## src/rtl/bgc_pkg.sv

```systemverilog
// Shared types for the full-bridge gate controller.
// Assumes: two half-bridge channels, each with one low and one high gate.
package bgc_pkg;

    localparam int NUM_CH = 2;

    // What a leg wants its gates to be doing this cycle
    typedef enum logic [1:0] {
        REQ_NONE = 2'd0,
        REQ_LO   = 2'd1,
        REQ_HI   = 2'd2
    } leg_req_e;

    // Bootstrap refresh sequencer states
    typedef enum logic [1:0] {
        RF_HOLD = 2'd0,
        RF_RUN  = 2'd1,
        RF_DONE = 2'd2
    } refresh_st_e;

endpackage

```

## src/rtl/bgc_sync.sv

```systemverilog
// Two-flop synchronizer for a vector of independent level inputs.
// Assumes: each bit is a slow level; no bus coherency is needed across bits.
// RST_VAL lets safety inputs come out of reset in their protective state.
module bgc_sync #(
    parameter int          W       = 1,
    parameter logic [W-1:0] RST_VAL = '0
) (
    input  logic         clk,
    input  logic         rst_n,
    input  logic [W-1:0] d_i,
    output logic [W-1:0] q_o
);

    logic [W-1:0] meta_q;
    logic [W-1:0] stab_q;

    // Shift the asynchronous inputs through two register stages
    always_ff @(posedge clk) begin
        if (!rst_n) begin
            meta_q <= RST_VAL;
            stab_q <= RST_VAL;
        end else begin
            meta_q <= d_i;
            stab_q <= meta_q;
        end
    end

    assign q_o = stab_q;

endmodule

```

## src/rtl/bgc_refresh.sv

```systemverilog
// Bootstrap refresh sequencer shared by both channels.
// Holds while the bridge is forced off. On release it asserts refresh_o for
// exactly REFRESH_CYC cycles and then stays idle until the next force-off.
// Assumes: REFRESH_CYC >= 2; reset behaves like a force-off release.
module bgc_refresh
    import bgc_pkg::*;
#(
    parameter int REFRESH_CYC = 116
) (
    input  logic clk,
    input  logic rst_n,
    input  logic force_off_i,
    output logic refresh_o
);

    localparam int RC_W = $clog2(REFRESH_CYC + 1);
    localparam logic [RC_W-1:0] RC_LAST = RC_W'(REFRESH_CYC - 1);

    refresh_st_e     st_q;
    logic [RC_W-1:0] rcnt_q;

    // Track force-off, then time the refresh window after release
    always_ff @(posedge clk) begin
        if (!rst_n) begin
            st_q   <= RF_HOLD;
            rcnt_q <= '0;
        end else if (force_off_i) begin
            st_q   <= RF_HOLD;
            rcnt_q <= '0;
        end else begin
            unique case (st_q)
                RF_HOLD: begin
                    st_q   <= RF_RUN;
                    rcnt_q <= RC_W'(1);
                end
                RF_RUN: begin
                    if (rcnt_q == RC_LAST) st_q <= RF_DONE;
                    else                   rcnt_q <= rcnt_q + 1'b1;
                end
                default: st_q <= RF_DONE;
            endcase
        end
    end

    // The window opens in the very cycle force-off drops
    assign refresh_o = (st_q != RF_DONE) && !force_off_i;

    AST_RUN_BOUNDED: assert property (@(posedge clk) disable iff (!rst_n)
        (st_q == RF_RUN) |-> (rcnt_q <= RC_LAST));

    AST_HOLD_WHILE_FORCED: assert property (@(posedge clk) disable iff (!rst_n)
        force_off_i |=> (st_q == RF_HOLD));

endmodule

```

## src/rtl/bgc_leg.sv

```systemverilog
// One half-bridge leg: lockout, dead-time turn-on, immediate turn-off.
// Priority: force-off > refresh (low on) > low command > high command.
// A bootstrap undervoltage removes the high request only.
// Assumes: inputs already synchronized; dead_i static while counting.
module bgc_leg
    import bgc_pkg::*;
#(
    parameter int DT_W = 10
) (
    input  logic            clk,
    input  logic            rst_n,
    input  logic            lo_cmd_i,
    input  logic            hi_cmd_i,
    input  logic            force_off_i,
    input  logic            refresh_i,
    input  logic            boot_uv_i,
    input  logic [DT_W-1:0] dead_i,
    output logic            lo_gate_o,
    output logic            hi_gate_o
);

    leg_req_e        req;
    leg_req_e        pend_q;
    logic [DT_W-1:0] cnt_q;
    logic            lo_q;
    logic            hi_q;

    // Resolve the inputs into a single request with lockout priority
    always_comb begin
        if (force_off_i)                 req = REQ_NONE;
        else if (refresh_i)              req = REQ_LO;
        else if (lo_cmd_i)               req = REQ_LO;
        else if (hi_cmd_i && !boot_uv_i) req = REQ_HI;
        else                             req = REQ_NONE;
    end

    // Drive gates: drop at once, raise only after dead_i+1 stable cycles
    always_ff @(posedge clk) begin
        if (!rst_n) begin
            lo_q   <= 1'b0;
            hi_q   <= 1'b0;
            cnt_q  <= '0;
            pend_q <= REQ_NONE;
        end else begin
            pend_q <= req;
            unique case (req)
                REQ_NONE: begin
                    lo_q  <= 1'b0;
                    hi_q  <= 1'b0;
                    cnt_q <= '0;
                end
                REQ_LO: begin
                    hi_q <= 1'b0;
                    if (refresh_i) begin
                        lo_q  <= 1'b1;
                        cnt_q <= '0;
                    end else if (lo_q) begin
                        cnt_q <= '0;
                    end else if (hi_q || pend_q != REQ_LO) begin
                        cnt_q <= '0;
                    end else if (cnt_q == dead_i) begin
                        lo_q  <= 1'b1;
                        cnt_q <= '0;
                    end else begin
                        cnt_q <= cnt_q + 1'b1;
                    end
                end
                default: begin
                    lo_q <= 1'b0;
                    if (hi_q) begin
                        cnt_q <= '0;
                    end else if (lo_q || pend_q != REQ_HI) begin
                        cnt_q <= '0;
                    end else if (cnt_q == dead_i) begin
                        hi_q  <= 1'b1;
                        cnt_q <= '0;
                    end else begin
                        cnt_q <= cnt_q + 1'b1;
                    end
                end
            endcase
        end
    end

    assign lo_gate_o = lo_q;
    assign hi_gate_o = hi_q;

    // Checker-only count of consecutive cycles with both gates low
    logic [DT_W:0] off_run_q;

    // Measure the off gap that precedes each high-side turn-on
    always_ff @(posedge clk) begin
        if (!rst_n)                        off_run_q <= '0;
        else if (lo_q || hi_q)             off_run_q <= '0;
        else if (off_run_q != '1)          off_run_q <= off_run_q + 1'b1;
    end

    AST_NO_SHOOT: assert property (@(posedge clk) disable iff (!rst_n)
        !(lo_q && hi_q));

    AST_LO_CMD_BLOCKS_HI: assert property (@(posedge clk) disable iff (!rst_n)
        lo_cmd_i |=> !hi_q);

    AST_FORCE_OFF: assert property (@(posedge clk) disable iff (!rst_n)
        force_off_i |=> (!lo_q && !hi_q));

    AST_BOOT_UV_HI_OFF: assert property (@(posedge clk) disable iff (!rst_n)
        boot_uv_i |=> !hi_q);

    AST_DEAD_GAP: assert property (@(posedge clk) disable iff (!rst_n)
        $rose(hi_q) |-> (off_run_q > {1'b0, dead_i}));

endmodule

```

## src/rtl/bridge_gate_ctrl.sv

```systemverilog
// Full-bridge gate controller top: synchronizes all inputs, runs the shared
// bootstrap refresh sequencer and one leg per channel.
// Assumes: dead_cycles_i is a static configuration value; REFRESH_CYC >= 2.
module bridge_gate_ctrl
    import bgc_pkg::*;
#(
    parameter int DT_W        = 10,
    parameter int REFRESH_CYC = 116
) (
    input  logic            clk,
    input  logic            rst_n,
    input  logic            dis_i,
    input  logic            vdd_uv_i,
    input  logic            a_boot_uv_i,
    input  logic            b_boot_uv_i,
    input  logic            a_lo_cmd_i,
    input  logic            a_hi_cmd_i,
    input  logic            b_lo_cmd_i,
    input  logic            b_hi_cmd_i,
    input  logic [DT_W-1:0] dead_cycles_i,
    output logic            a_lo_gate_o,
    output logic            a_hi_gate_o,
    output logic            b_lo_gate_o,
    output logic            b_hi_gate_o
);

    localparam int SYNC_W = 3 * NUM_CH + 2;
    localparam int DIS_BIT = 3 * NUM_CH;
    localparam int UV_BIT  = 3 * NUM_CH + 1;
    // Disable and supply UV leave reset asserted so the bridge stays off
    localparam logic [SYNC_W-1:0] SYNC_RST = SYNC_W'(2'b11) << DIS_BIT;

    logic [SYNC_W-1:0] sync_in;
    logic [SYNC_W-1:0] sync_out;
    logic [NUM_CH-1:0] lo_cmd_s;
    logic [NUM_CH-1:0] hi_cmd_s;
    logic [NUM_CH-1:0] boot_uv_s;
    logic              dis_s;
    logic              vdd_uv_s;
    logic              force_off;
    logic              refresh;
    logic [NUM_CH-1:0] lo_gate;
    logic [NUM_CH-1:0] hi_gate;

    assign sync_in = {vdd_uv_i, dis_i,
                      b_boot_uv_i, a_boot_uv_i,
                      b_hi_cmd_i, a_hi_cmd_i,
                      b_lo_cmd_i, a_lo_cmd_i};

    bgc_sync #(
        .W       (SYNC_W),
        .RST_VAL (SYNC_RST)
    ) u_sync (
        .clk   (clk),
        .rst_n (rst_n),
        .d_i   (sync_in),
        .q_o   (sync_out)
    );

    assign lo_cmd_s  = sync_out[NUM_CH-1:0];
    assign hi_cmd_s  = sync_out[2*NUM_CH-1:NUM_CH];
    assign boot_uv_s = sync_out[3*NUM_CH-1:2*NUM_CH];
    assign dis_s     = sync_out[DIS_BIT];
    assign vdd_uv_s  = sync_out[UV_BIT];
    assign force_off = dis_s | vdd_uv_s;

    bgc_refresh #(
        .REFRESH_CYC (REFRESH_CYC)
    ) u_refresh (
        .clk         (clk),
        .rst_n       (rst_n),
        .force_off_i (force_off),
        .refresh_o   (refresh)
    );

    for (genvar ch = 0; ch < NUM_CH; ch++) begin : g_leg
        bgc_leg #(
            .DT_W (DT_W)
        ) u_leg (
            .clk         (clk),
            .rst_n       (rst_n),
            .lo_cmd_i    (lo_cmd_s[ch]),
            .hi_cmd_i    (hi_cmd_s[ch]),
            .force_off_i (force_off),
            .refresh_i   (refresh),
            .boot_uv_i   (boot_uv_s[ch]),
            .dead_i      (dead_cycles_i),
            .lo_gate_o   (lo_gate[ch]),
            .hi_gate_o   (hi_gate[ch])
        );
    end

    assign a_lo_gate_o = lo_gate[0];
    assign a_hi_gate_o = hi_gate[0];
    assign b_lo_gate_o = lo_gate[1];
    assign b_hi_gate_o = hi_gate[1];

    AST_REFRESH_LO_ON: assert property (@(posedge clk) disable iff (!rst_n)
        refresh |=> (a_lo_gate_o && b_lo_gate_o));

    AST_REFRESH_HI_OFF: assert property (@(posedge clk) disable iff (!rst_n)
        refresh |=> (!a_hi_gate_o && !b_hi_gate_o));

    AST_SUPPLY_UV_ALL_OFF: assert property (@(posedge clk) disable iff (!rst_n)
        vdd_uv_s |=> !(a_lo_gate_o || a_hi_gate_o || b_lo_gate_o || b_hi_gate_o));

    AST_DISABLE_ALL_OFF: assert property (@(posedge clk) disable iff (!rst_n)
        dis_s |=> !(a_lo_gate_o || a_hi_gate_o || b_lo_gate_o || b_hi_gate_o));

endmodule

```

## config.mk

```make
export PLATFORM = sky130hd
export DESIGN_NAME = bridge_gate_ctrl
export DESIGN_NICKNAME = d
export VERILOG_FILES = /design/src/rtl/bgc_pkg.sv /design/src/rtl/bgc_sync.sv /design/src/rtl/bgc_refresh.sv /design/src/rtl/bgc_leg.sv /design/src/rtl/bridge_gate_ctrl.sv
export SDC_FILE = /design/constraint.sdc
export NUM_CORES = 1
export LEC_CHECK = 0
export BUFFER_PORTS_ARGS = -buffer_cell sky130_fd_sc_hd__buf_2
export CAP_MARGIN = 20
export CORE_UTILIZATION = 50
export CTS_BUF_LIST = sky130_fd_sc_hd__clkbuf_8
export DETAILED_ROUTE_END_ITERATION = 16
export PLACE_DENSITY = 0.8
export REMOVE_ABC_BUFFERS = 1
export SLEW_MARGIN = 20
export SYNTH_ARGS = -nofsm -noshare
export SYNTH_HDL_FRONTEND = slang
export SYNTH_SLANG_ARGS = --single-unit
```

## constraint.sdc

```tcl
create_clock -name clk -period 3.7 [get_ports clk]
set_input_delay 0.185 -clock clk [delete_from_list [all_inputs] [get_ports clk]]
set_output_delay 0.185 -clock clk [all_outputs]
set_load 0.01 [all_outputs]
```

# ---- After elaboration in Yosys (flattened, before gate mapping)
# Cells that the tools add are included.
dict set report totals {
  reg_bits 53
  input_bits 20
  out_inout_bits 4
  elab_cells 88
}
dict set report op_classes {
  addsub 3
  eq_ne 13
  mux 38
  bitwise_logic 2
  reduce_logical 20
}
# operator n
set op_table {}
lappend op_table {{2-to-1 mux 10 bit} 12}
lappend op_table {{one-hot mux 10 bit (2 select lines)} 2}
lappend op_table {{adder 10 x 1 -> 10 bit, second input constant} 2}
lappend op_table {{== test 10 bit} 2}
lappend op_table {{2-to-1 mux 2 bit} 9}
lappend op_table {{one-hot mux 7 bit (2 select lines)} 1}
lappend op_table {{2-to-1 mux 1 bit} 12}
lappend op_table {{!= test 2 bit, second input constant} 4}
lappend op_table {{adder 7 x 1 -> 7 bit, second input constant} 1}
lappend op_table {{== test 7 bit, second input constant} 1}
lappend op_table {{2-to-1 mux 7 bit} 1}
lappend op_table {{== test 2 x 1 -> 1 bit, second input constant} 3}
lappend op_table {{logical NOT 2 bit} 3}
lappend op_table {{!= test 2 x 1 -> 1 bit, second input constant} 3}
lappend op_table {{AND reduction 2 bit} 3}
lappend op_table {{OR reduction 3 bit} 2}
lappend op_table {{logical OR 1 bit} 4}
lappend op_table {{one-hot mux 2 bit (2 select lines)} 1}
lappend op_table {{logical AND 1 bit} 3}
lappend op_table {{logical NOT 1 bit} 3}
lappend op_table {{nonzero test 2 bit} 1}
lappend op_table {{OR reduction 2 bit} 1}
lappend op_table {{inverter 1 bit} 1}
lappend op_table {{OR 1 bit} 1}

# ---- Longest topological paths before layout
# Gate-level depths: netlist of run 1.
dict set report logic_depth {
  word_depth 8
  mapped_depth 6
  mapped_depth_nobuf 5
}

# ---- Cells and area by module
# A second synthesis of run 1 with hierarchy kept.
dict set report unflattened {
  hier_cells 239
  hier_area_um2 2467.4
}
# mod n_inst cells_each area_per_inst_um2 seq_area_each_um2
set by_module_without_submodules {}
lappend by_module_without_submodules {bgc_leg 2 76 782.0 280.3}
lappend by_module_without_submodules {bgc_refresh 1 53 454.2 180.2}
lappend by_module_without_submodules {bgc_sync 1 33 442.9 320.3}
lappend by_module_without_submodules {bridge_gate_ctrl 1 1 6.3 0.0}

# ---- Worst setup path after synthesis of run 1
# Ideal clock, no wire load.
dict set report synth_path {
  path_type {reg-to-reg}
  startpoint {register g_leg[1].u_leg.cnt_q[0]}
  endpoint {register g_leg[1].u_leg.cnt_q[1]}
  setup_time_ns 0.130
  arrival_ns 1.212
  t_required_ns 3.570
  path_slack_ns 2.358
  path_stages_with_launch 6
  n_path_buf 1
  period_less_slack_ns 1.342
  cell_sequence {dfxtp_1 > xnor2_1 > nand4_1 > nor4_2 > buf_4 > nor3b_2}
}
dict set report synth_via {
  elab_chain_len 6
  word_cells_on_any_way 9
  cone_classes {add/sub: 1; eq/ne: 1; mux: 7}
}
# element line
set synth_lines {}
lappend synth_lines {{start: declaration} bgc_leg.sv:24} ;# logic [DT_W-1:0] cnt_q;
lappend synth_lines {{start signal: assignment} bgc_leg.sv:65} ;# cnt_q <= cnt_q + 1'b1;
lappend synth_lines {{start signal: assignment} bgc_leg.sv:78} ;# cnt_q <= cnt_q + 1'b1;
lappend synth_lines {{adder 10 x 1 -> 10 bit / == test 10 bit (equally long branches)} n/a}
lappend synth_lines {{2-to-1 mux 10 bit *} {bgc_leg.sv:61, bgc_leg.sv:74}}
lappend synth_lines {{2-to-1 mux 10 bit} bgc_leg.sv:59} ;# end else if (hi_q || pend_q != REQ_LO) begin
lappend synth_lines {{2-to-1 mux 10 bit} bgc_leg.sv:57} ;# end else if (lo_q) begin
lappend synth_lines {{2-to-1 mux 10 bit} bgc_leg.sv:54} ;# if (refresh_i) begin
lappend synth_lines {{one-hot mux 10 bit (2 select lines) *} bgc_leg.sv:46} ;# unique case (req)
# Mark *: on every way between the ends. The rest lies on a longest branch, timed or not.
# A chain may end at the register's enable or synchronous reset.

# ---- Worst setup path in the final report of run 1
dict set report layout_path {
  startpoint {register g_leg[0].u_leg.cnt_q[2]}
  endpoint {register g_leg[0].u_leg.cnt_q[2]}
}
dict set report layout_via {
  elab_chain_len 6
  word_cells_on_any_way 9
  cone_classes {add/sub: 1; eq/ne: 1; mux: 7}
}
# element line
set layout_lines {}
lappend layout_lines {{start: declaration} bgc_leg.sv:24}
lappend layout_lines {{start signal: assignment} bgc_leg.sv:65}
lappend layout_lines {{start signal: assignment} bgc_leg.sv:78}
lappend layout_lines {{adder 10 x 1 -> 10 bit / == test 10 bit (equally long branches)} n/a}
lappend layout_lines {{2-to-1 mux 10 bit *} {bgc_leg.sv:61, bgc_leg.sv:74}}
lappend layout_lines {{2-to-1 mux 10 bit} bgc_leg.sv:59}
lappend layout_lines {{2-to-1 mux 10 bit} bgc_leg.sv:57}
lappend layout_lines {{2-to-1 mux 10 bit} bgc_leg.sv:54}
lappend layout_lines {{one-hot mux 10 bit (2 select lines) *} bgc_leg.sv:46}
# Marked as above.

==> impl_summary.txt, run 1 <==
----------------------------------------------------
[Global routing]
  Tot GR Track Use ... 17.99%
  Pin count of the biggest net entering global routing ... 19
  Residual overflow from global routing ... 0
  Number of global-route vias before repair ... 1692
  Number of antenna violations at the first check in global routing ... 0
  First-pass GRT wire length ... 7.369 mm

[Route]
  First-iteration detailed-routing DRC count ... 109
  Post-route antenna net violation count ... 0
  Detail-routed net length per standard cell ... 12.73 um
  Avg Vias per Cell ... 5.153
  First-pass detailed-route iteration total ... 4
  Vias ... about 1700
  Total routed wirelength ... roughly 4.2 mm
  Remaining design rule violation count ... 0

[Power and ir drop]
  Total design power ... around 1 mW
  Power per unit of standard cell area ... 368.2 nW/um^2
  Peak supply drop ... 0.2437 mV
  Portion of total power attributed to combinational logic ... 3.7%
  Fraction of power spent switching nets ... 20.12%
  Reg power frac ... about 57%
  Fraction of power consumed by the clock network ... about two fifths
  Leakage dissipation ... 0.9278 nW
  Total internal power ... 0.8177 mW
  Net Sw Power ... about 0.21 mW

[Clock network]
  Number of H-tree levels ... 2
  CTS buffer count ... 5
  Longest Clk Path Bufs ... 2
  Clock Sinks ... 53
  Clock slew at reported path FFs ... around 0.090 ns
  Post-CTS Hold Fix Bufs ... 0
  Post-cts repair resize count ... 0
  Cell at the root of the clock tree ... sky130_fd_sc_hd__clkbuf_8
  Number of setup buffers added after CTS ... 0
  Later-pin clock latency in the skew report ... 0.30 ns
  TritonCTS clock tree ... yes

[STA]
  Final critical-path share of the clock period ... between 40 and 50%
  Pins Over Slew Limit ... 0
  Rel. slew slack ... around 63%
  Final worst clock skew ... 0.005616 ns
  RSZ-0062 raised after global routing ... no
  Max Clock Freq ... 592.5 MHz
  Crit path time final ... 1.688 ns
  Final hold violations ... 0
  Setup TNS ... 0 ns
  Worst Tran Pin Value ... 0.5594 ns
  Number of setup violations in the final report ... 0
  Hold slack final ... 0.05958 ns

[Critical path]
  Sort of element at the end of the critical path ... register
  Cell breakdown of the critical path ... xor2_1, nor4_2, and3_1, nor3_2
  Critical-path top delay cell ... sky130_fd_sc_hd__and3_1
  Worst path required time ... 3.88 ns
  Crit-path max FO ... 10
  Worst path buffer plus inverter count ... 0
  Arrival time worst endpoint ... 1.87 ns
  Kind of cell adding the most delay to the critical path ... simple AND/OR/NAND/NOR gates
  Slowest cell delay on critical path ... 0.57 ns
  Type of the worst setup path ... register to register
  Startpoint kind of the worst setup timing path ... register

[Final layout]
  Final-stage net count ... between 200 and 300
  Antenna fix cells ... 0
  Area added between synthesis and finish ... 11.21%
  Final cell utilization of the core ... 58.47%
  Share of layout cells above drive strength 1 ... a little over a quarter
  Final standard cell count with taps included and fillers excluded ... 333

[Logic synthesis]
  Area of the mapped netlist ... 2500 sq um
  Async set-reset flop share out of synthesis ... 0%
  Dominant register cell in the synthesized netlist ... sky130_fd_sc_hd__dfxtp_1
  Synthesized area divided by synthesized cell count ... 10.33 sq um
  Most numerous cell in the Yosys netlist ... sky130_fd_sc_hd__dfxtp_1
  Number of standard cells after synthesis ... approximately 240
  Largest area contributor in the synthesized netlist ... sky130_fd_sc_hd__dfxtp_1
  Number of warnings reported in the yosys synthesis log ... 0
  Sequential element share of the synthesized area ... 42.44%
  Commonest cells in the synthesized netlist ... sky130_fd_sc_hd__dfxtp_1 (53), sky130_fd_sc_hd__xor2_1 (19), sky130_fd_sc_hd__nor2_1 (18), sky130_fd_sc_hd__nor3_2 (17), sky130_fd_sc_hd__xnor2_1 (17)
  Number of storage elements in the synthesis netlist ... 53
  Number of enable-type register cells in the synthesized netlist ... 0
  Cells taking the most area after synthesis ... sky130_fd_sc_hd__dfxtp_1 (42%), sky130_fd_sc_hd__nor3_2 (6.8%), sky130_fd_sc_hd__xor2_1 (6.7%)
  Top-area cell type share of the netlist area ... 42.44%
  Distinct cell type count after synthesis ... 52

[Run status]
  Run status ... finished clean

[Floorplanning]
  Die boundary width ... between 70 and 80 um
  Die area ... 5287 sq um
  Starting utilization of the core area ... 52.58%
  Core Rows ... 25
  Core area ... 4755 sq um
  DIE HEIGHT ... 72.71 um
  Ports placed on the boundary ... 24

[Place]
  Weighted congestion at the end of routability-driven global placement ... 0.7866
  Placed Cells ... 325
  DP Wirelength ... roughly 3.1 mm
  Total of buffers placed on input and output ports ... 23

[Flow run]
  Max Cap Violations ... 0

[Hold path]
  Tightest Hold Check Type ... input port to register

----------------------------------------------------
placed cells by master (no fill, tap or decap), drive strengths merged, types with 2 or more instances in the layout:
master	count
xor2	19
nor2b	2
nor3b	8
nor2	18
and3b	2
inv	6
dfxtp	53
o21ai	5
buf	24
and4	2
nand3	8
a21oi	3
nor4	4
mux2	5
or3b	4
nor3	24
clkbuf	6
a22oi	2
ha	3
and2	14
xnor2	17
o21a	2
nand2	10
nand4	7
nand2b	4
power groups by stage:
stage	registers, mW	clock network [mW]	logic (mW)
after CTS	0.581	0.417	0.0379
after floorplan	0.594	0	0.0198
after global placement	0.594	0	0.0367
after global routing	0.583	0.437	0.0416
final	0.581	0.405	0.0375
after detailed placement	0.595	0	0.0376
through the flow:
step                      area [sq um]  setup slack, ns
after floorplan                   2454            1.823
after global placement            2660            2.114
after detailed placement          2660            2.028
after CTS                         2780            2.014
after global routing              2780            1.923
final                             2780            2.012
metal layers:
layer  wire [um]  GRT usage (%)
met2        2030          29.80
met3         120          4.972
met1        1997          21.63
met5           0              0
met4          91          8.497
final timing paths:
check	startpoint	end	slack, ns	cells after the start
max reg2reg	g_leg[0].u_leg.cnt_q[2]	g_leg[0].u_leg.cnt_q[2]	2.01	4
max	g_leg[0].u_leg.cnt_q[2]	g_leg[0].u_leg.cnt_q[2]	2.01	4
min	dis_i	u_sync.meta_q[6]	0.06	2
min reg2reg	u_sync.meta_q[7]	u_sync.q_o[7]	0.41	1
sequential cells by signal, indices dropped and copies added, names as in the netlist:
register               flops
u_sync.q_o                 8
g_leg.u_leg.lo_gate_o      2
u_refresh.rcnt_q           7
g_leg.u_leg.cnt_q         20
g_leg.u_leg.hi_gate_o      2
u_refresh.st_q             2
g_leg.u_leg.pend_q         4
u_sync.meta_q              8
worst register-to-register path: stages (launching register included):
cell	delay, ns
sky130_fd_sc_hd__dfxtp_1	0.44
sky130_fd_sc_hd__xor2_1	0.12
sky130_fd_sc_hd__nor4_2	0.33
sky130_fd_sc_hd__and3_1	0.57
sky130_fd_sc_hd__nor3_2	0.10
kinds of logic after synthesis:
family,count (synthesis),synth area share (%)
simple gates,113,31.83
buf+inv,14,2.753
fa+ha+maj,3,1.502
mux,6,2.803
flops,53,42.44
xor+xnor,36,12.61
compound gates,17,6.055
cell type report:
| type | instances | area [sq um] |
|---|---|---|
| inverter | 6 | 22.52 |
| sequential | 53 | 1061 |
| fill | 424 | 1974 |
| multi-input combinational | 175 | 1370 |
| tap | 67 | 83.83 |
| timing repair buffer | 24 | 122.6 |
| clock inverter | 2 | 37.54 |
| clock buffer | 6 | 82.58 |
No activity file was read; power rests on OpenSTA's default activity.
==> run 2, diff against run 1 <==
Settings changed: ABC_AREA set to 1, PLACE_DENSITY 0.8 to 0.83.
Clock period 3.7 ns to 1.48 ns, I/O delays scaled along.
==> run 2 against run 1 <==
Register-to-register slack worse by 1.9 ns. Count of clock-buffer cells in the layout is 1 lower. Total power is 140% higher. Global-route usage is 0.81 points higher. Non-clock buffer count is 8 higher. Clock power is 110% higher. Sequential share of layout area is 1.6 points lower. Critical path type unchanged. Highest routed layer unchanged.
==> impl_summary.txt, run 2 <==
----------------------------------------------------
[Final layout]
  Filler instances ... 431 (was 424)
  Antenna fix cells ... 0 (unchanged)
  Share of layout cells above drive strength 1 ... 17.30% (was 26.32%)
  Flip-flop and latch area ... 1065 sq um (was 1061 sq um)
  Area added between synthesis and finish ... 14.38% (was 11.21%)
  Max reg flops ... 20 (unchanged)
  Register containing the most flip-flops in the final layout ... g_leg.u_leg.cnt_q (unchanged)
  Commonest cells after routing, fill and taps aside ... sky130_fd_sc_hd__nand2_1 (85), sky130_fd_sc_hd__inv_1 (59), sky130_fd_sc_hd__nor2_1 (51) (was sky130_fd_sc_hd__dfxtp_1 (53), sky130_fd_sc_hd__buf_2 (23), sky130_fd_sc_hd__xor2_1 (19))
  Final-stage net count ... 415 (was 288)
  Most common cell after layout, fill and taps aside ... sky130_fd_sc_hd__nand2_1 (was sky130_fd_sc_hd__dfxtp_1)
  Multi-input gate area ... 1237 sq um (was 1370 sq um)
  Final standard cell count with taps included and fillers excluded ... 460 (was 333)

[STA]
  Pins Over Slew Limit ... 0 (unchanged)
  RSZ-0062 raised after global routing ... no (unchanged)
  Setup TNS ... 0 ns (unchanged)
  Crit path time final ... 1.360 ns (was 1.688 ns)
  Worst Tran Pin Value ... 0.3052 ns (was 0.5594 ns)
  Final critical-path share of the clock period ... 91.86% (was 45.62%)
  Rel. slew slack ... 79.58% (was 62.71%)
  Max Clock Freq ... 735.5 MHz (was 592.5 MHz)
  Final hold violations ... 0 (unchanged)
  Final worst clock skew ... 0.01647 ns (was 0.005616 ns)
  Number of setup violations in the final report ... 0 (unchanged)

[Place]
  Placed Cells ... 444 (was 325)
  DP Wirelength ... 3.457 mm (was 3.081 mm)
  Weighted congestion at the end of routability-driven global placement ... 0.8493 (was 0.7866)
  Total of buffers placed on input and output ports ... 23 (unchanged)

[Critical path]
  Crit-path most repeated cell ... sky130_fd_sc_hd__nand2_1
  Worst path buffer plus inverter count ... 0 (unchanged)
  Critical-path top delay cell ... sky130_fd_sc_hd__dfxtp_1 (was sky130_fd_sc_hd__and3_1)
  Arrival time worst endpoint ... 1.57 ns (was 1.87 ns)
  Crit-path max FO ... 6 (was 10)
  Kind of cell adding the most delay to the critical path ... simple AND/OR/NAND/NOR gates (unchanged)
  Slowest cell delay on critical path ... 0.40 ns (was 0.57 ns)
  Cell breakdown of the critical path ... ha_1, nand3_1, nand2_2, nand2_4, nand2_1, nand2_1, nand2_1, nor2_1 (was xor2_1, nor4_2, and3_1, nor3_2)
  Worst path required time ... 1.69 ns (was 3.88 ns)
  Startpoint kind of the worst setup timing path ... register (unchanged)
  Sort of element at the end of the critical path ... register (unchanged)
  Type of the worst setup path ... register to register (unchanged)

[Logic synthesis]
  Number of standard cells after synthesis ... 356 (was 242)
  Distinct cell type count after synthesis ... 33 (was 52)
  Commonest cells in the synthesized netlist ... sky130_fd_sc_hd__nand2_1 (85), sky130_fd_sc_hd__inv_1 (59), sky130_fd_sc_hd__dfxtp_1 (53), sky130_fd_sc_hd__nor2_1 (52), sky130_fd_sc_hd__nand3_1 (22) (was sky130_fd_sc_hd__dfxtp_1 (53), sky130_fd_sc_hd__xor2_1 (19), sky130_fd_sc_hd__nor2_1 (18), sky130_fd_sc_hd__nor3_2 (17), sky130_fd_sc_hd__xnor2_1 (17))
  Area of the mapped netlist ... 2549 sq um (was 2500 sq um)
  Number of warnings reported in the yosys synthesis log ... 0 (unchanged)
  Cells taking the most area after synthesis ... sky130_fd_sc_hd__dfxtp_1 (42%), sky130_fd_sc_hd__nand2_1 (13%), sky130_fd_sc_hd__inv_1 (8.7%) (was sky130_fd_sc_hd__dfxtp_1 (42%), sky130_fd_sc_hd__nor3_2 (6.8%), sky130_fd_sc_hd__xor2_1 (6.7%))
  Top-area cell type share of the netlist area ... 41.63% (was 42.44%)
  Largest area contributor in the synthesized netlist ... sky130_fd_sc_hd__dfxtp_1 (unchanged)
  Most numerous cell in the Yosys netlist ... sky130_fd_sc_hd__nand2_1 (was sky130_fd_sc_hd__dfxtp_1)
  Dominant register cell in the synthesized netlist ... sky130_fd_sc_hd__dfxtp_1 (unchanged)
  Sequential element share of the synthesized area ... 41.63% (was 42.44%)
  Async set-reset flop share out of synthesis ... 0% (unchanged)
  Synthesized area divided by synthesized cell count ... 7.159 sq um (was 10.33 sq um)
  Number of storage elements in the synthesis netlist ... 53 (unchanged)
  Number of enable-type register cells in the synthesized netlist ... 0 (unchanged)

[Route]
  Remaining design rule violation count ... 0 (unchanged)
  First-pass detailed-route iteration total ... 4 (unchanged)
  Avg Vias per Cell ... 4.713 (was 5.153)
  Post-route antenna net violation count ... 0 (unchanged)
  Total routed wirelength ... 4.512 mm (was 4.240 mm)
  Detail-routed net length per standard cell ... 9.809 um (was 12.73 um)
  WL met2 ... 2.135 mm (was 2.030 mm)
  Met1 Wirelength ... 2.132 mm (was 1.997 mm)
  Top routing layer in use ... met4 (unchanged)
  Routed length on met3 ... 167 um (was 120 um)
  First-iteration detailed-routing DRC count ... 127 (was 109)
  Vias ... 2168 (was 1716)

[Clock network]
  CTS buffer count ... 5 (unchanged)
  Clock Sinks ... 53 (unchanged)
  Longest Clk Path Bufs ... 2 (unchanged)
  Number of H-tree levels ... 2 (unchanged)
  Number of setup buffers added after CTS ... 0 (unchanged)
  TritonCTS clock tree ... yes (unchanged)
  Clock slew at reported path FFs ... 0.11 ns (was 0.09 ns)
  Later-pin clock latency in the skew report ... 0.31 ns (was 0.30 ns)
  Cell at the root of the clock tree ... sky130_fd_sc_hd__clkbuf_8 (unchanged)

[Floorplanning]
  Die boundary width ... 73.40 um (was 72.71 um)
  Starting utilization of the core area ... 52.91% (was 52.58%)
  DIE HEIGHT ... 73.40 um (was 72.71 um)
  Ports placed on the boundary ... 24 (unchanged)
  Core area ... 4817 sq um (was 4755 sq um)
  Die area ... 5387 sq um (was 5287 sq um)
  Core Rows ... 25 (unchanged)

[Run status]
  Run status ... finished clean (unchanged)

[Power and ir drop]
  Peak supply drop ... 0.6292 mV (was 0.2437 mV)
  Total design power ... 2.423 mW (was 1.024 mW)
  Power per unit of standard cell area ... 831.1 nW/um^2 (was 368.2 nW/um^2)
  Leakage dissipation ... 1.329 nW (was 0.9278 nW)

[Global routing]
  Residual overflow from global routing ... 0 (unchanged)
  Number of global-route vias before repair ... 1950 (was 1692)
  Pin count of the biggest net entering global routing ... 19 (unchanged)
  Tot GR Track Use ... 18.80% (was 17.99%)
  Number of antenna violations at the first check in global routing ... 0 (unchanged)
  First-pass GRT wire length ... 7.921 mm (was 7.369 mm)

[Flow run]
  Max Cap Violations ... 0 (unchanged)

[Hold path]
  Tightest Hold Check Type ... input port to register (unchanged)

----------------------------------------------------
-- run 2: worst paths after layout --
check / startpoint / endpoint / slack, ns / cells past startpoint
worst min register to register: u_sync.meta_q[5] / u_sync.q_o[5] / 0.42 / 2
worst min-delay path: rst_n / g_leg[1].u_leg.pend_q[1] / 0.15 / 3
worst max-delay path: u_refresh.rcnt_q[0] / u_refresh.rcnt_q[6] / 0.12 / 8
worst max register to register: u_refresh.rcnt_q[0] / u_refresh.rcnt_q[6] / 0.12 / 8
-- run 2: repair_timing --
item,in CTS,in global routing
endpoints found under the hold margin,8,0
resized for setup,0,4
hold buffers,8,0
endpoints found under the setup margin,0,3
-- run 2: cell type report --
type                       count  area share, %
multi-input combinational    238          42.45
sequential                    53          36.52
tap                           67          2.876
timing repair buffer          32          6.953
clock buffer                   5          2.361
inverter                      62          7.983
clock inverter                 3         0.8584
-- run 2: through the flow --
stage	util (%)	hold slack, ns	instance area, sq um	setup WS, ns
floorplan	-	0.1675	2529	0.2951
global placement	56.78	0.2541	2735	0.1887
detailed placement	56.78	0.2574	2735	0.1463
CTS	60.39	0.1425	2909	0.1211
global route	60.52	0.1477	2915	0.02570
finish	60.52	0.1509	2915	0.1204
-- run 2: logic make-up after synthesis --
logic type	after synthesis	share of synthesized area (%)
xor+xnor	19	6.529
simple gates	198	36.48
buf+inv	65	9.916
flops	53	41.63
compound gates	18	3.977
fa+ha+maj	3	1.473
-- run 2: metal layers --
metal  track usage (%)  vias to the layer above
met5                 0                        -
met4             6.197                        0
met1             22.86                      975
met3             4.115                        7
li1                  -                     1151
met2             32.92                       35
-- run 2: tightest hold or removal path, delay by kind of cell --
family	cells	cell delay (ns)
buffers and inverters	2	0.21
and+or+nand+nor	1	0.15
-- run 2: power by group --
group          internal, mW  leakage (nW)  switching, mW
sequential             1.45         0.432        0.00673
clock                 0.342        0.0447          0.491
combinational        0.0673         0.852         0.0706
==> run 3, diff against run 2 <==
Settings changed: CORE_UTILIZATION 50 to 30, PLACE_DENSITY 0.83 to unset.
==> run 3 against run 2 <==
Via count hardly changed. Design area is 1.8% higher. Sequential share of layout area is 0.70 points lower. Setup slack better by 0.014 ns. Final cell count is 8.3% higher. Critical path depth is 1 higher. Clock power is 4.3% higher. Wire length is 7.0% higher. Register-to-register slack hardly changed. Combinational power hardly changed.
==> impl_summary.txt, run 3 (synthesized netlist as in run 2, its figures left out) <==
----------------------------------------------------
[Run status]
  Run status ... finished clean (unchanged)

[Final layout]
  Antenna fix cells ... 0 (unchanged)
  Max reg flops ... 20 (unchanged)
  Area added between synthesis and finish ... 16.49% (was 14.38%)
  Share of layout cells above drive strength 1 ... 17.30% (unchanged)
  Filler instances ... 862 (was 431)
  Most common cell after layout, fill and taps aside ... sky130_fd_sc_hd__nand2_1 (unchanged)
  Final-stage net count ... 415 (unchanged)
  Post-route cell area ... 2969 sq um (was 2915 sq um)
  Register containing the most flip-flops in the final layout ... g_leg.u_leg.cnt_q (unchanged)
  Commonest cells after routing, fill and taps aside ... sky130_fd_sc_hd__nand2_1 (85), sky130_fd_sc_hd__inv_1 (59), sky130_fd_sc_hd__dfxtp_1 (51) (was sky130_fd_sc_hd__nand2_1 (85), sky130_fd_sc_hd__inv_1 (59), sky130_fd_sc_hd__nor2_1 (51))

[Global routing]
  Pin count of the biggest net entering global routing ... 18 (was 19)
  Number of antenna violations at the first check in global routing ... 0 (unchanged)
  Tot GR Track Use ... 12.61% (was 18.80%)
  Residual overflow from global routing ... 0 (unchanged)
  First-pass GRT wire length ... 8.804 mm (was 7.921 mm)
  Number of global-route vias before repair ... 2120 (was 1950)

[Critical path]
  Crit-path most repeated cell ... sky130_fd_sc_hd__nand2_1 (unchanged)
  Critical-path top delay cell ... sky130_fd_sc_hd__dfxtp_1 (unchanged)
  Sort of element at the end of the critical path ... register (unchanged)
  Worst path required time ... 1.69 ns (about the same)
  Cell breakdown of the critical path ... inv_1, nand2_1, nand2_1, nor2_1, nand2_1, nor2_2, nand2_2, nand2_4, nor2_1 (was ha_1, nand3_1, nand2_2, nand2_4, nand2_1, nand2_1, nand2_1, nor2_1)
  Crit-path max FO ... 10 (was 6)
  Worst path buffer plus inverter count ... 1 (was 0)
  Startpoint kind of the worst setup timing path ... register (unchanged)
  Arrival time worst endpoint ... 1.56 ns (was 1.57 ns)
  Type of the worst setup path ... register to register (unchanged)
  Kind of cell adding the most delay to the critical path ... simple AND/OR/NAND/NOR gates (unchanged)
  Slowest cell delay on critical path ... 0.45 ns (was 0.40 ns)

[Route]
  First-iteration detailed-routing DRC count ... 64 (was 127)
  First-pass detailed-route iteration total ... 4 (unchanged)
  Post-route antenna net violation count ... 0 (unchanged)
  Vias ... 2170 (was 2168)
  Total routed wirelength ... 4.828 mm (was 4.512 mm)
  Detail-routed net length per standard cell ... 9.695 um (was 9.809 um)
  Remaining design rule violation count ... 0 (unchanged)
  Avg Vias per Cell ... 4.357 (was 4.713)

[Power and ir drop]
  Leakage dissipation ... 1.331 nW (was 1.329 nW)
  Power per unit of standard cell area ... 828.3 nW/um^2 (was 831.1 nW/um^2)
  Peak supply drop ... 0.5850 mV (was 0.6292 mV)
  Total design power ... 2.459 mW (was 2.423 mW)

[Clock network]
  Number of H-tree levels ... 2 (unchanged)
  TritonCTS clock tree ... yes (unchanged)
  Clock slew at reported path FFs ... 0.10 ns (was 0.11 ns)
  Cell at the root of the clock tree ... sky130_fd_sc_hd__clkbuf_8 (unchanged)
  CTS buffer count ... 5 (unchanged)
  Number of setup buffers added after CTS ... 0 (unchanged)
  Later-pin clock latency in the skew report ... 0.31 ns (about the same)
  Longest Clk Path Bufs ... 2 (unchanged)
  Clock Sinks ... 53 (unchanged)

[STA]
  Final hold violations ... 0 (unchanged)
  Max Clock Freq ... 743.1 MHz (was 735.5 MHz)
  Final worst clock skew ... 0.009553 ns (was 0.01647 ns)
  Crit path time final ... 1.346 ns (was 1.360 ns)
  Number of setup violations in the final report ... 0 (unchanged)
  Worst Tran Pin Value ... 0.2909 ns (was 0.3052 ns)
  Rel. slew slack ... 80.54% (was 79.58%)
  Pins Over Slew Limit ... 0 (unchanged)
  RSZ-0062 raised after global routing ... yes (was no)
  Final critical-path share of the clock period ... 90.92% (was 91.86%)

[Floorplanning]
  DIE HEIGHT ... 94.17 um (was 73.40 um)
  Starting utilization of the core area ... 31.02% (was 52.91%)
  Ports placed on the boundary ... 24 (unchanged)
  Core area ... 8217 sq um (was 4817 sq um)
  Core Rows ... 33 (was 25)
  Die boundary width ... 94.17 um (was 73.40 um)
  Die area ... 8868 sq um (was 5387 sq um)

[Place]
  DP Wirelength ... 3.746 mm (was 3.457 mm)
  Total of buffers placed on input and output ports ... 23 (unchanged)
  Total cell area at the placement stage ... 2783 sq um (was 2735 sq um)
  Weighted congestion at the end of routability-driven global placement ... 0.8194 (was 0.8493)

[Hold path]
  Tightest Hold Check Type ... input port to register (unchanged)

[Flow run]
  Max Cap Violations ... 0 (unchanged)

----------------------------------------------------
==> run 3: cell types whose count changed in the layout (fill, tap and decap cells not counted), sizes merged <==
cell / delta
clkbuf: +1
clkinv: -1
==> run 3: timing repair <==
item                                   4_1_cts  5_1_grt
setup endpoints to repair                    0       11
hold buffers                                 8        0
gates resized for setup                      0        4
endpoints found under the hold margin        8        0
==> run 3: routing by layer <==
metal | share of wire [%] | global-route usage [%] | vias to the layer above
li1 | - | - | 1154
met4 | 1.3 | 4.103 | 0
met3 | 4.7 | 3.560 | 8
met5 | 0 | 0 | -
met1 | 47 | 14.86 | 972
met2 | 47 | 21.80 | 36
==> run 3: metrics by stage <==
stage          worst slack, ns  hold WS, ns  setup TNS, ns  std cells  util [%]
6_report                0.1343       0.1290              0        498     36.14
5_1_grt              -0.002028       0.1735      -0.002028        498     36.14
4_1_cts                 0.1032       0.1128              0        498     36.04
3_5_place_dp            0.1135       0.2619              0        482     33.87
3_3_place_gp            0.1440       0.2553              0        482     33.87
2_1_floorplan           0.2951       0.1675              0        353         -
==> run 3: cell type report <==
cell class / instances / area (sq um) / area share, %
Tap cell: 105 / 131.4 / 4.425
Clock buffer: 6 / 82.58 / 2.781
Clock inverter: 2 / 16.27 / 0.5478
Inverter: 62 / 232.7 / 7.838
Multi-Input combinational cell: 238 / 1240 / 41.76
Sequential cell: 53 / 1064 / 35.82
Timing Repair Buffer: 32 / 202.7 / 6.827
==> run 3: final timing paths <==
check	endpoint	slack, ns	from	cells past startpoint
setup / recovery	g_leg[1].u_leg.cnt_q[5]	0.13	g_leg[1].u_leg.cnt_q[2]	9
setup reg to reg	g_leg[1].u_leg.cnt_q[5]	0.13	g_leg[1].u_leg.cnt_q[2]	9
hold / removal	g_leg[0].u_leg.pend_q[1]	0.13	rst_n	3
hold reg to reg	u_sync.q_o[6]	0.42	u_sync.meta_q[6]	1
==> run 3: worst register-to-register path, cell delays in order (launching register included) <==
cell	delay [ns]
sky130_fd_sc_hd__dfxtp_1	0.45
sky130_fd_sc_hd__inv_1	0.06
sky130_fd_sc_hd__nand2_1	0.06
sky130_fd_sc_hd__nand2_1	0.05
sky130_fd_sc_hd__nor2_1	0.10
sky130_fd_sc_hd__nand2_1	0.07
sky130_fd_sc_hd__nor2_2	0.17
sky130_fd_sc_hd__nand2_2	0.09
sky130_fd_sc_hd__nand2_4	0.14
sky130_fd_sc_hd__nor2_1	0.06
==> run 3: where the power goes <==
| part | switching, mW | total [mW] | internal [mW] |
|---|---|---|---|
| Combinational | 0.0709 | 0.138 | 0.0674 |
| Sequential | 0.00643 | 1.45 | 1.45 |
| Clock | 0.483 | 0.869 | 0.386 |
| Total | 0.561 | 2.46 | 1.90 |
